==> src/rtl/spt_pkg.sv <==
package spt_pkg;
  localparam logic [7:0] OP_ENABLE = 8'hAC;
  localparam logic [7:0] SYNC_BYTE = 8'h53;
  localparam logic [7:0] OP_LD_LO  = 8'h40;
  localparam logic [7:0] OP_LD_HI  = 8'h48;
  localparam logic [7:0] OP_COMMIT = 8'h4C;
  localparam logic [7:0] OP_EXT    = 8'h4D;
  localparam logic [7:0] OP_EE_WR  = 8'hC0;
  localparam logic [7:0] OP_RD_LO  = 8'h20;
  localparam logic [7:0] OP_RD_HI  = 8'h28;
  localparam logic [7:0] OP_RD_EE  = 8'hA0;

  typedef enum logic [1:0] {
    RD_FLASH_LO = 2'd0,
    RD_FLASH_HI = 2'd1,
    RD_EEPROM   = 2'd2
  } rdSel_e;

  // strobes from control to datapath
  typedef struct packed {
    logic shiftIn;
    logic shiftOut;
    logic txClear;
    logic loadEcho;
    logic loadRead;
    logic readOk;
    logic wrLo;
    logic wrHi;
    logic commit;
    logic setExt;
    logic eeWrite;
  } strobe_t;
endpackage

==> src/rtl/spt_ctrl.sv <==
module spt_ctrl
  import spt_pkg::*;
#(
  parameter int SYNC_STAGES = 2
) (
  input  logic        clk,
  input  logic        rstN,
  input  logic        sckIn,
  input  logic        mosiIn,
  input  logic        progRstIn,
  input  logic        memBusy,
  input  logic [23:0] frameHi,   // rxNext[31:8]
  output logic        mosiS,
  output logic        progRstS,
  output logic        enabled,
  output strobe_t     strb
);
  localparam int CNT_W = 5;
  localparam logic [CNT_W-1:0] LAST_BIT  = CNT_W'(31);
  localparam logic [CNT_W-1:0] ECHO_BIT  = CNT_W'(15);
  localparam logic [CNT_W-1:0] READ_BIT  = CNT_W'(23);

  // stage bits: {sck, mosi, progRst}
  logic [2:0] syncSh [SYNC_STAGES];
  logic       sckS, sckQ, rise, fall;
  logic [CNT_W-1:0] bitCnt;
  logic       frameEnd, execOk, isRead;
  logic [7:0] endOp, endB1;

  always_ff @(posedge clk or negedge rstN) begin
    if (!rstN) begin
      for (int s = 0; s < SYNC_STAGES; s++) syncSh[s] <= 3'b001;
    end else begin
      syncSh[0] <= {sckIn, mosiIn, progRstIn};
      for (int s = 1; s < SYNC_STAGES; s++) syncSh[s] <= syncSh[s-1];
    end
  end

  assign sckS     = syncSh[SYNC_STAGES-1][2];
  assign mosiS    = syncSh[SYNC_STAGES-1][1];
  assign progRstS = syncSh[SYNC_STAGES-1][0];
  assign rise     = sckS & ~sckQ & ~progRstS;
  assign fall     = ~sckS & sckQ & ~progRstS;
  assign endOp    = frameHi[23:16];
  assign endB1    = frameHi[15:8];
  assign frameEnd = rise && (bitCnt == LAST_BIT);
  assign execOk   = frameEnd && enabled && !memBusy;
  assign isRead   = (frameHi[15:8] == OP_RD_LO) || (frameHi[15:8] == OP_RD_HI) ||
                    (frameHi[15:8] == OP_RD_EE);

  always_ff @(posedge clk or negedge rstN) begin
    if (!rstN) begin
      sckQ    <= 1'b0;
      bitCnt  <= '0;
      enabled <= 1'b0;
    end else begin
      sckQ <= sckS;
      if (progRstS) begin
        bitCnt  <= '0;
        enabled <= 1'b0;
      end else if (rise) begin
        bitCnt <= bitCnt + CNT_W'(1);
        if (frameEnd && !enabled && endOp == OP_ENABLE && endB1 == SYNC_BYTE)
          enabled <= 1'b1;
      end
    end
  end

  always_comb begin
    strb          = '0;
    strb.shiftIn  = rise;
    strb.shiftOut = fall;
    strb.txClear  = progRstS;
    strb.loadEcho = rise && (bitCnt == ECHO_BIT) && (frameHi[7:0] == OP_ENABLE);
    strb.loadRead = rise && (bitCnt == READ_BIT);
    strb.readOk   = enabled && !memBusy && isRead;
    if (execOk) begin
      case (endOp)
        OP_LD_LO:  strb.wrLo    = 1'b1;
        OP_LD_HI:  strb.wrHi    = 1'b1;
        OP_COMMIT: strb.commit  = 1'b1;
        OP_EXT:    strb.setExt  = 1'b1;
        OP_EE_WR:  strb.eeWrite = 1'b1;
        default:   ;
      endcase
    end
  end
endmodule

==> src/rtl/spt_datapath.sv <==
module spt_datapath
  import spt_pkg::*;
#(
  parameter int PAGE_IDX_W = 7
) (
  input  logic                  clk,
  input  logic                  rstN,
  input  strobe_t               strb,
  input  logic                  mosiS,
  input  logic [7:0]            rdData,
  input  logic [PAGE_IDX_W-1:0] pgRdIdx,
  output logic [31:0]           rxNext,
  output logic                  miso,
  output logic                  rdReq,
  output rdSel_e                rdSel,
  output logic [23:0]           rdAddr,
  output logic                  pageCommitReq,
  output logic [23:0]           pageCommitAddr,
  output logic                  eeWrReq,
  output logic [15:0]           eeAddr,
  output logic [7:0]            eeData,
  output logic [15:0]           pgRdWord
);
  localparam int PAGE_WORDS = 1 << PAGE_IDX_W;
  localparam logic [15:0] WORD_MASK = 16'(PAGE_WORDS - 1);

  logic [31:0] rxReg;
  logic [7:0]  txReg, extAddr;
  logic [15:0] pageBuf [PAGE_WORDS];
  logic        loDone  [PAGE_WORDS];
  logic [PAGE_IDX_W-1:0] wIdx;
  logic [7:0]  wData;

  assign rxNext = {rxReg[30:0], mosiS};
  assign wIdx   = rxNext[8 +: PAGE_IDX_W];
  assign wData  = rxNext[7:0];

  always_ff @(posedge clk or negedge rstN) begin
    if (!rstN) rxReg <= '0;
    else if (strb.shiftIn) rxReg <= rxNext;
  end

  for (genvar w = 0; w < PAGE_WORDS; w++) begin : g_word
    logic hit;
    assign hit = (wIdx == PAGE_IDX_W'(w));
    always_ff @(posedge clk or negedge rstN) begin
      if (!rstN) begin
        pageBuf[w] <= 16'hFFFF;
        loDone[w]  <= 1'b0;
      end else if (strb.commit) begin
        loDone[w] <= 1'b0;
      end else if (strb.wrLo && hit) begin
        pageBuf[w][7:0] <= wData;
        loDone[w]       <= 1'b1;
      end else if (strb.wrHi && hit) begin
        if (loDone[w]) pageBuf[w][15:8] <= wData;
        loDone[w] <= 1'b0;
      end
    end
  end

  assign pgRdWord = pageBuf[pgRdIdx];

  // read port: frame holds op/b1/b2 in rxNext[23:0] at the read point
  always_comb begin
    case (rxNext[23:16])
      OP_RD_HI: rdSel = RD_FLASH_HI;
      OP_RD_EE: rdSel = RD_EEPROM;
      default:  rdSel = RD_FLASH_LO;
    endcase
    rdAddr = (rdSel == RD_EEPROM) ? {8'h00, rxNext[15:0]} : {extAddr, rxNext[15:0]};
  end
  assign rdReq = strb.loadRead & strb.readOk;

  always_ff @(posedge clk or negedge rstN) begin
    if (!rstN) begin
      extAddr        <= '0;
      pageCommitReq  <= 1'b0;
      pageCommitAddr <= '0;
      eeWrReq        <= 1'b0;
      eeAddr         <= '0;
      eeData         <= '0;
    end else begin
      pageCommitReq <= strb.commit;
      eeWrReq       <= strb.eeWrite;
      if (strb.setExt) extAddr <= wData;
      if (strb.commit) pageCommitAddr <= {extAddr, rxNext[23:8] & ~WORD_MASK};
      if (strb.eeWrite) begin
        eeAddr <= rxNext[23:8];
        eeData <= wData;
      end
    end
  end

  always_ff @(posedge clk or negedge rstN) begin
    if (!rstN) begin
      txReg <= '0;
      miso  <= 1'b0;
    end else if (strb.txClear) begin
      txReg <= '0;
      miso  <= 1'b0;
    end else if (strb.loadEcho) begin
      txReg <= rxNext[7:0];
    end else if (strb.loadRead) begin
      txReg <= rdReq ? rdData : 8'h00;
    end else if (strb.shiftOut) begin
      miso  <= txReg[7];
      txReg <= {txReg[6:0], 1'b0};
    end
  end
endmodule

==> src/rtl/spt_target.sv <==
module spt_target
  import spt_pkg::*;
#(
  parameter int SYNC_STAGES = 2,
  parameter int PAGE_IDX_W  = 7
) (
  input  logic                  clk,
  input  logic                  rstN,
  input  logic                  progRst,
  input  logic                  sck,
  input  logic                  mosi,
  output logic                  miso,
  input  logic                  memBusy,
  output logic                  rdReq,
  output logic [1:0]            rdSel,
  output logic [23:0]           rdAddr,
  input  logic [7:0]            rdData,
  output logic                  pageCommitReq,
  output logic [23:0]           pageCommitAddr,
  input  logic [PAGE_IDX_W-1:0] pgRdIdx,
  output logic [15:0]           pgRdWord,
  output logic                  eeWrReq,
  output logic [15:0]           eeAddr,
  output logic [7:0]            eeData
);
  strobe_t     strb;
  logic        mosiS, progRstS, enabled;
  logic [31:0] rxNext;
  rdSel_e      rdSelE;

  spt_ctrl #(.SYNC_STAGES(SYNC_STAGES)) u_ctrl (
    .clk(clk), .rstN(rstN), .sckIn(sck), .mosiIn(mosi), .progRstIn(progRst),
    .memBusy(memBusy), .frameHi(rxNext[31:8]), .mosiS(mosiS),
    .progRstS(progRstS), .enabled(enabled), .strb(strb)
  );

  spt_datapath #(.PAGE_IDX_W(PAGE_IDX_W)) u_dp (
    .clk(clk), .rstN(rstN), .strb(strb), .mosiS(mosiS), .rdData(rdData),
    .pgRdIdx(pgRdIdx), .rxNext(rxNext), .miso(miso), .rdReq(rdReq),
    .rdSel(rdSelE), .rdAddr(rdAddr), .pageCommitReq(pageCommitReq),
    .pageCommitAddr(pageCommitAddr), .eeWrReq(eeWrReq), .eeAddr(eeAddr),
    .eeData(eeData), .pgRdWord(pgRdWord)
  );

  assign rdSel = rdSelE;
endmodule

==> config.mk <==
export PLATFORM = sky130hd
export DESIGN_NAME = spt_target
export DESIGN_NICKNAME = d
export VERILOG_FILES = /design/src/rtl/spt_pkg.sv /design/src/rtl/spt_ctrl.sv /design/src/rtl/spt_datapath.sv /design/src/rtl/spt_target.sv
export SDC_FILE = /design/constraint.sdc
export NUM_CORES = 2
export LEC_CHECK = 0
export CORE_MARGIN = 1
export CORE_UTILIZATION = 41
export DETAILED_ROUTE_END_ITERATION = 8
export DONT_BUFFER_PORTS = 1
export MAX_ROUTING_LAYER = met4
export SYNTH_ARGS = -nofsm -noshare
export SYNTH_HDL_FRONTEND = slang
export SYNTH_SLANG_ARGS = --single-unit
==> constraint.sdc <==
create_clock -name clk -period 8.2 [get_ports clk]
set_clock_uncertainty 0.15 [all_clocks]
set_input_delay 0.41 -clock clk [delete_from_list [all_inputs] [get_ports clk]]
set_output_delay 0.41 -clock clk [all_outputs]
set_load 0.005 [all_outputs]
# Word-level counts from Yosys, hierarchy flattened
# Index checks and enable logic that the tools add are counted.
# word_totals
inputBits	21
regBits	2280
output_inout_bits	94
elab_cells	1753
# classes
muxes	409
addsub	1
eq_ne	144
n_lt_le_gt_ge	1
bitwise	138
n_reduce_logical	662
# op_table
cell	count
$reduce_and A4 Y1	128
$eq A7 B7 Y1 const B	64
$mux W1	396
$reduce_bool A3 Y1	128
$logic_and A1 B1 Y1	267
$reduce_and A2 Y1	129
$eq A7 B6 Y1 const B	32
$not A1 Y1	132
$bmux W16 S7	1
$eq A7 B5 Y1 const B	16
$eq A7 B4 Y1 const B	8
$eq A8 B7 Y1 const B	5
$mux W8	5
$eq A8 B8 Y1 const B	4
$mux W16	2
$eq A7 B3 Y1 const B	4
$mux W24	1
$eq A8 B6 Y1 const B	2
$mux W5	3
$eq A7 B2 Y1 const B	2
$eq A5 B5 Y1 const B	2
$ge A8 B8 Y1 const B	1
$not A7 Y8	1
$eq A7 B1 Y1 const B	1
13 further kinds	21

# Logic depth before layout (Yosys ltp)
# depth
ltp_word	11
mapped_depth	11
ltp_nobuf	8

# Modules after synthesis
# From an unflattened synthesis, not the netlist that was laid out.
# hier_totals
cells_unflattened	6479
hier_area_um2	105693.9
# modules_own_cells
mod	area_per_inst_um2	cells_per_inst	instances	seq_area_each_um2
spt_datapath	104969.4	6405	1	59291.9
spt_ctrl	724.4	74	1	327.8

# Worst setup path before layout
# OpenSTA, ideal clock, no wires.
# synth_timing
path_kind	input port to output port
from	in pgRdIdx[0]
to	out pgRdWord[0]
arrival_ns	2.867
setup_slack_ns	4.773
cell_stages	6
path_buffers	2
path_cell_list	clkbuf_1 -> buf_1 -> mux4_2 -> mux4_2 -> mux4_2 -> mux2_2
# synth_between
elab_chain_len	4
# synth_lines
item	line	rtl
from (decl)	spt_target.sv:20	input logic [PAGE_IDX_W-1:0] pgRdIdx,
$not A7 Y8 (not written as such)	spt_datapath.sv:62	assign pgRdWord = pageBuf[pgRdIdx];
$bmux W16 S7	spt_datapath.sv:62	
$mux W16 (not written as such) (2 in series)	spt_datapath.sv:62	
to (decl)	spt_target.sv:21	output logic [15:0] pgRdWord,
# Every way passes these cells. The select of a mux whose other input is x is not followed.

# Final worst setup path
# layout_timing
from	in pgRdIdx[0]
to	out pgRdWord[1]
# The elaborated chain is that of the path after synthesis.

==> metrics.csv <==
stage,metric,value,unit
setup_path,Top Family by Delay on Critical Path,buffers and inverters,
detailed_routing,first-iteration detailed-routing DRC count,3896,
pwr,combinational share of power,5.0,%
sta,worst relative slew slack,-15.4,%
clock_tree,"Clk Latency, worst-skew pair",940,ps
clock_tree,CTS resizes,0,
global_route,first-pass GRT wire length,421000,um
synthesis,Synth Instances,6378,
detailed_routing,1st-pass router iterations,6,
synthesis,register area share after synthesis,56.7,%
synthesis,"Top FF cell, synth",dfstp_2,
synthesis,Seq cells post-synth,2280,
synthesis,Avg Inst Size Synth,16.5,um^2
sta,Final Critical Period,6010,ps
sta,unrepaired setup endpoints after global routing,no,
clock_tree,postcts setup bufs,0,
clock_tree,Root Buffer,clkbuf_16,
finish,Final Non-Filler Cells,9821,
clock_tree,CTS Buf Count,240,
pwr,Seq pwr share,48.0,%
setup_path,"slowest stage cell, crit path",buf_16,
detailed_routing,via total after detailed routing,57159,
setup_path,critical path arrival,5450,ps
finish,"Core Util, Final",46.0,%
synthesis,Syn. warnings,0,
finish,Layout area overhead,11.3,%
sta,Slew Limit Fails,140,
finish,filler cell count in the final layout,21826,
finish,share of layout cells above drive strength 1,86.1,%
clock_tree,clk sink count,2280,
synthesis,number of synthesized flops with an enable pin,0,
pwr,Pwr Density,204,nW/um^2
clock_tree,"CTS clk-pin slew, worst paths",60,ps
synthesis,"FFs w/ async S/R, synth",100,%
global_route,vias in the first global route,59623,
detailed_routing,Via density,5.82,
pwr,switching pwr,5.88,mW
floorplanning,Die H,509,um
floorplanning,IO Pins,115,
floorplanning,total core area,255000,um^2
sta,worst-margin pin slew,1730,ps
finish,multi-input logic area,43600,um^2
synthesis,post-synth top area share,51.2,%
floorplanning,starting density of the core,41.3,%
finish,"commonest non-fill, non-tap cells in the layout","2120 x mux2_2, 2050 x dfstp_2, 672 x mux4_2, 270 x nand2_1, 242 x clkbuf_16",
setup_path,startpoint types,input pin,
worst_hold_path,Hold Path Class,input pin to register,
outcome,status,"complete, but fails checks",
sta,"Hold Vio Cnt, Final",0,
clock_tree,H-tree lvl count,4,
pwr,sw frac,24.5,%
setup_path,CP peak stage delay,890,ps
synthesis,Synth Cell Area,105000,um^2
placed_design,IO Port Bufs,0,
placed_design,global placement routability congestion,0.846,
setup_path,WP data required,7640,ps
sta,setup_tns,0,ps
finish,register area,59600,um^2
floorplanning,die width,509,um
global_route,GRT Util Overall,22.6,%
detailed_routing,total wire length,281000,um
floorplanning,FP Rows,185,
finish,"most common cell after layout, fill and taps aside",mux2_2,
clock_tree,CTS max path bufs,3,
placed_design,HPWL Detailed,172000,um
pwr,Max VDD drop,0.000196,V
global_route,initial antenna violation count,13,
synthesis,Synth cell types,54,
clock_tree,CTS tree,yes,
synthesis,"top cells by area, synth","dfstp_2 51%, mux2_2 23%, mux4_2 14%",
sta,final period utilization,73.2,%
global_route,largest net degree at the start of global routing,513,
clock_tree,hold_buf cts,18,
setup_path,WP buf/inv,3,
detailed_routing,Routed WL per cell,28.6,um
setup_path,CP Class,input pin to output pin,
setup_path,Setup crit end kind,output pin,
setup_path,CP Cell Sequence,buf_16 > buf_16 > buf_16 > mux4_2 > mux4_2 > mux4_2 > mux2_2,
outcome,failing checks,max-slew violations,
detailed_routing,# DRC,0,
floorplanning,Die Footprint,259000,um^2
synthesis,post-synth top area cell,dfstp_2,
pwr,Pint,18.1,mW
pwr,clock network fraction of design power,47.0,%
sta,Finish-stage setup viols,0,
global_route,gr ovfl total,0,
placed_design,Placed Cells,9335,
finish,fin nets,6257,
sta,FMAX,167,MHz
job,max cap viols,0,
detailed_routing,Post-DRT Antenna Nets,0,
setup_path,Worst Path Max Fanout,151,
pwr,P_leak,46.9,nW
==> cell usage after synthesis (2+ instances only) <==
library cell  number
inv_1              7
mux4_2           672
mux2_2          2120
nand3_2            6
o211ai_1          33
a31o_2            95
nor2_2            40
nand3_4           10
dfstp_2         2050
mux2i_1            2
xor2_1             2
dfrtp_1          230
a21oi_1            9
nand3_1          126
and2_1            10
and3b_1            2
buf_4             23
nor4_1             5
and3_1             3
nand4b_1           3
nand2_1          270
nor4_2             2
o21ai_0            3
clkbuf_1         400
nand3b_1           3
nor3b_1            2
nor2_4            10
nand4_1            9
nor4bb_1           2
nor2_1            73
nor2b_1            8
buf_1             30
a211oi_1           8
or3_1              3
ha_1               3
nor3_1            13
or4_1              4
or3b_2             2
nand2b_1           6
buf_6              2
buf_2             61
or2_2              4
==> worst paths after layout <==
kind	from	end	slack, ps	cells after the start
max	pgRdIdx[0]	pgRdWord[1]	2190	7
min	memBusy	u_dp.txReg[4]$_DFFE_PN0P_	110	5
max reg2reg	u_dp.rxReg[28]$_DFFE_PN0N_	u_dp.loDone[55]$_DFFE_PN0P_	3740	5
min reg2reg	u_ctrl.syncSh[4]$_DFF_PN0_	u_ctrl.mosiS$_DFF_PN0_	200	0
max in group asynchronous	rstN	u_dp.pageBuf[1058]$_DFFE_PN1P_	5800	4
min in group asynchronous	rstN	u_dp.pageBuf[1844]$_DFFE_PN1P_	340	2
==> cell families after synthesis <==
group,Yosys count,share of synthesized area [%]
compound gates,150,1.16
xor+xnor,3,0.0250
fa+ha+maj,3,0.0357
buf+inv,523,2.03
flops,2280,56.7
mux,2794,37.1
other cells,1,0.00356
simple gates,624,3.00
==> flip-flops by register name (all words and copies together) (netlist names), 3 cells and up <==
name                 count
u_ctrl.bitCnt            5
u_ctrl.syncSh            3
u_dp.eeAddr             16
u_dp.eeData              8
u_dp.extAddr             8
u_dp.loDone            128
u_dp.pageBuf          2048
u_dp.pageCommitAddr     17
u_dp.rxReg              31
u_dp.txReg               8
==> power by group through the flow <==
stage | Sequential (mW) | Clock (mW) | Combinational (mW)
floorplan | 11.5 | 0 | 0.806
global placement | 11.6 | 0 | 1.10
detailed placement | 11.7 | 0 | 1.13
CTS | 11.5 | 11.5 | 1.13
global route | 11.5 | 12.0 | 1.31
finish | 11.5 | 11.2 | 1.20
==> tightest hold or removal path: stages <==
cell      delay (ps)
nand2b_1         130
a21oi_1          140
nand3_1          110
a211oi_1          60
mux2_2           260
==> per-layer routing <==
metal  vias up  GRT usage [%]  wire length, um
li1      23638              -                -
met1     32016           30.8           125000
met2      1106           35.7           139000
met3       399           2.99            11200
met4         0           5.85             6940
met5         -              -                0
==> through the flow <==
step                      total power [mW]  hold WS [ps]  setup WS, ps  area [um^2]
after detailed placement              12.8           185          3870       108000
after global placement                12.8           182          4010       108000
after global routing                  24.8           129          1830       117000
after CTS                             24.2          43.3          3860       117000
final                                 23.9           114          2190       117000
after floorplan                       12.3         -35.6          4770       105000
==> area by class of cell <==
class / instances / area share, %
well taps: 3366 / 3.60
clock buffers: 363 / 6.11
multi-input cells: 3581 / 37.2
repair buffers: 123 / 1.07
diodes: 6 / 0.0128
inverters: 7 / 0.0224
flip-flops and latches: 2280 / 50.9
clock inverters: 95 / 0.997
(Power assumes the default switching activity.)
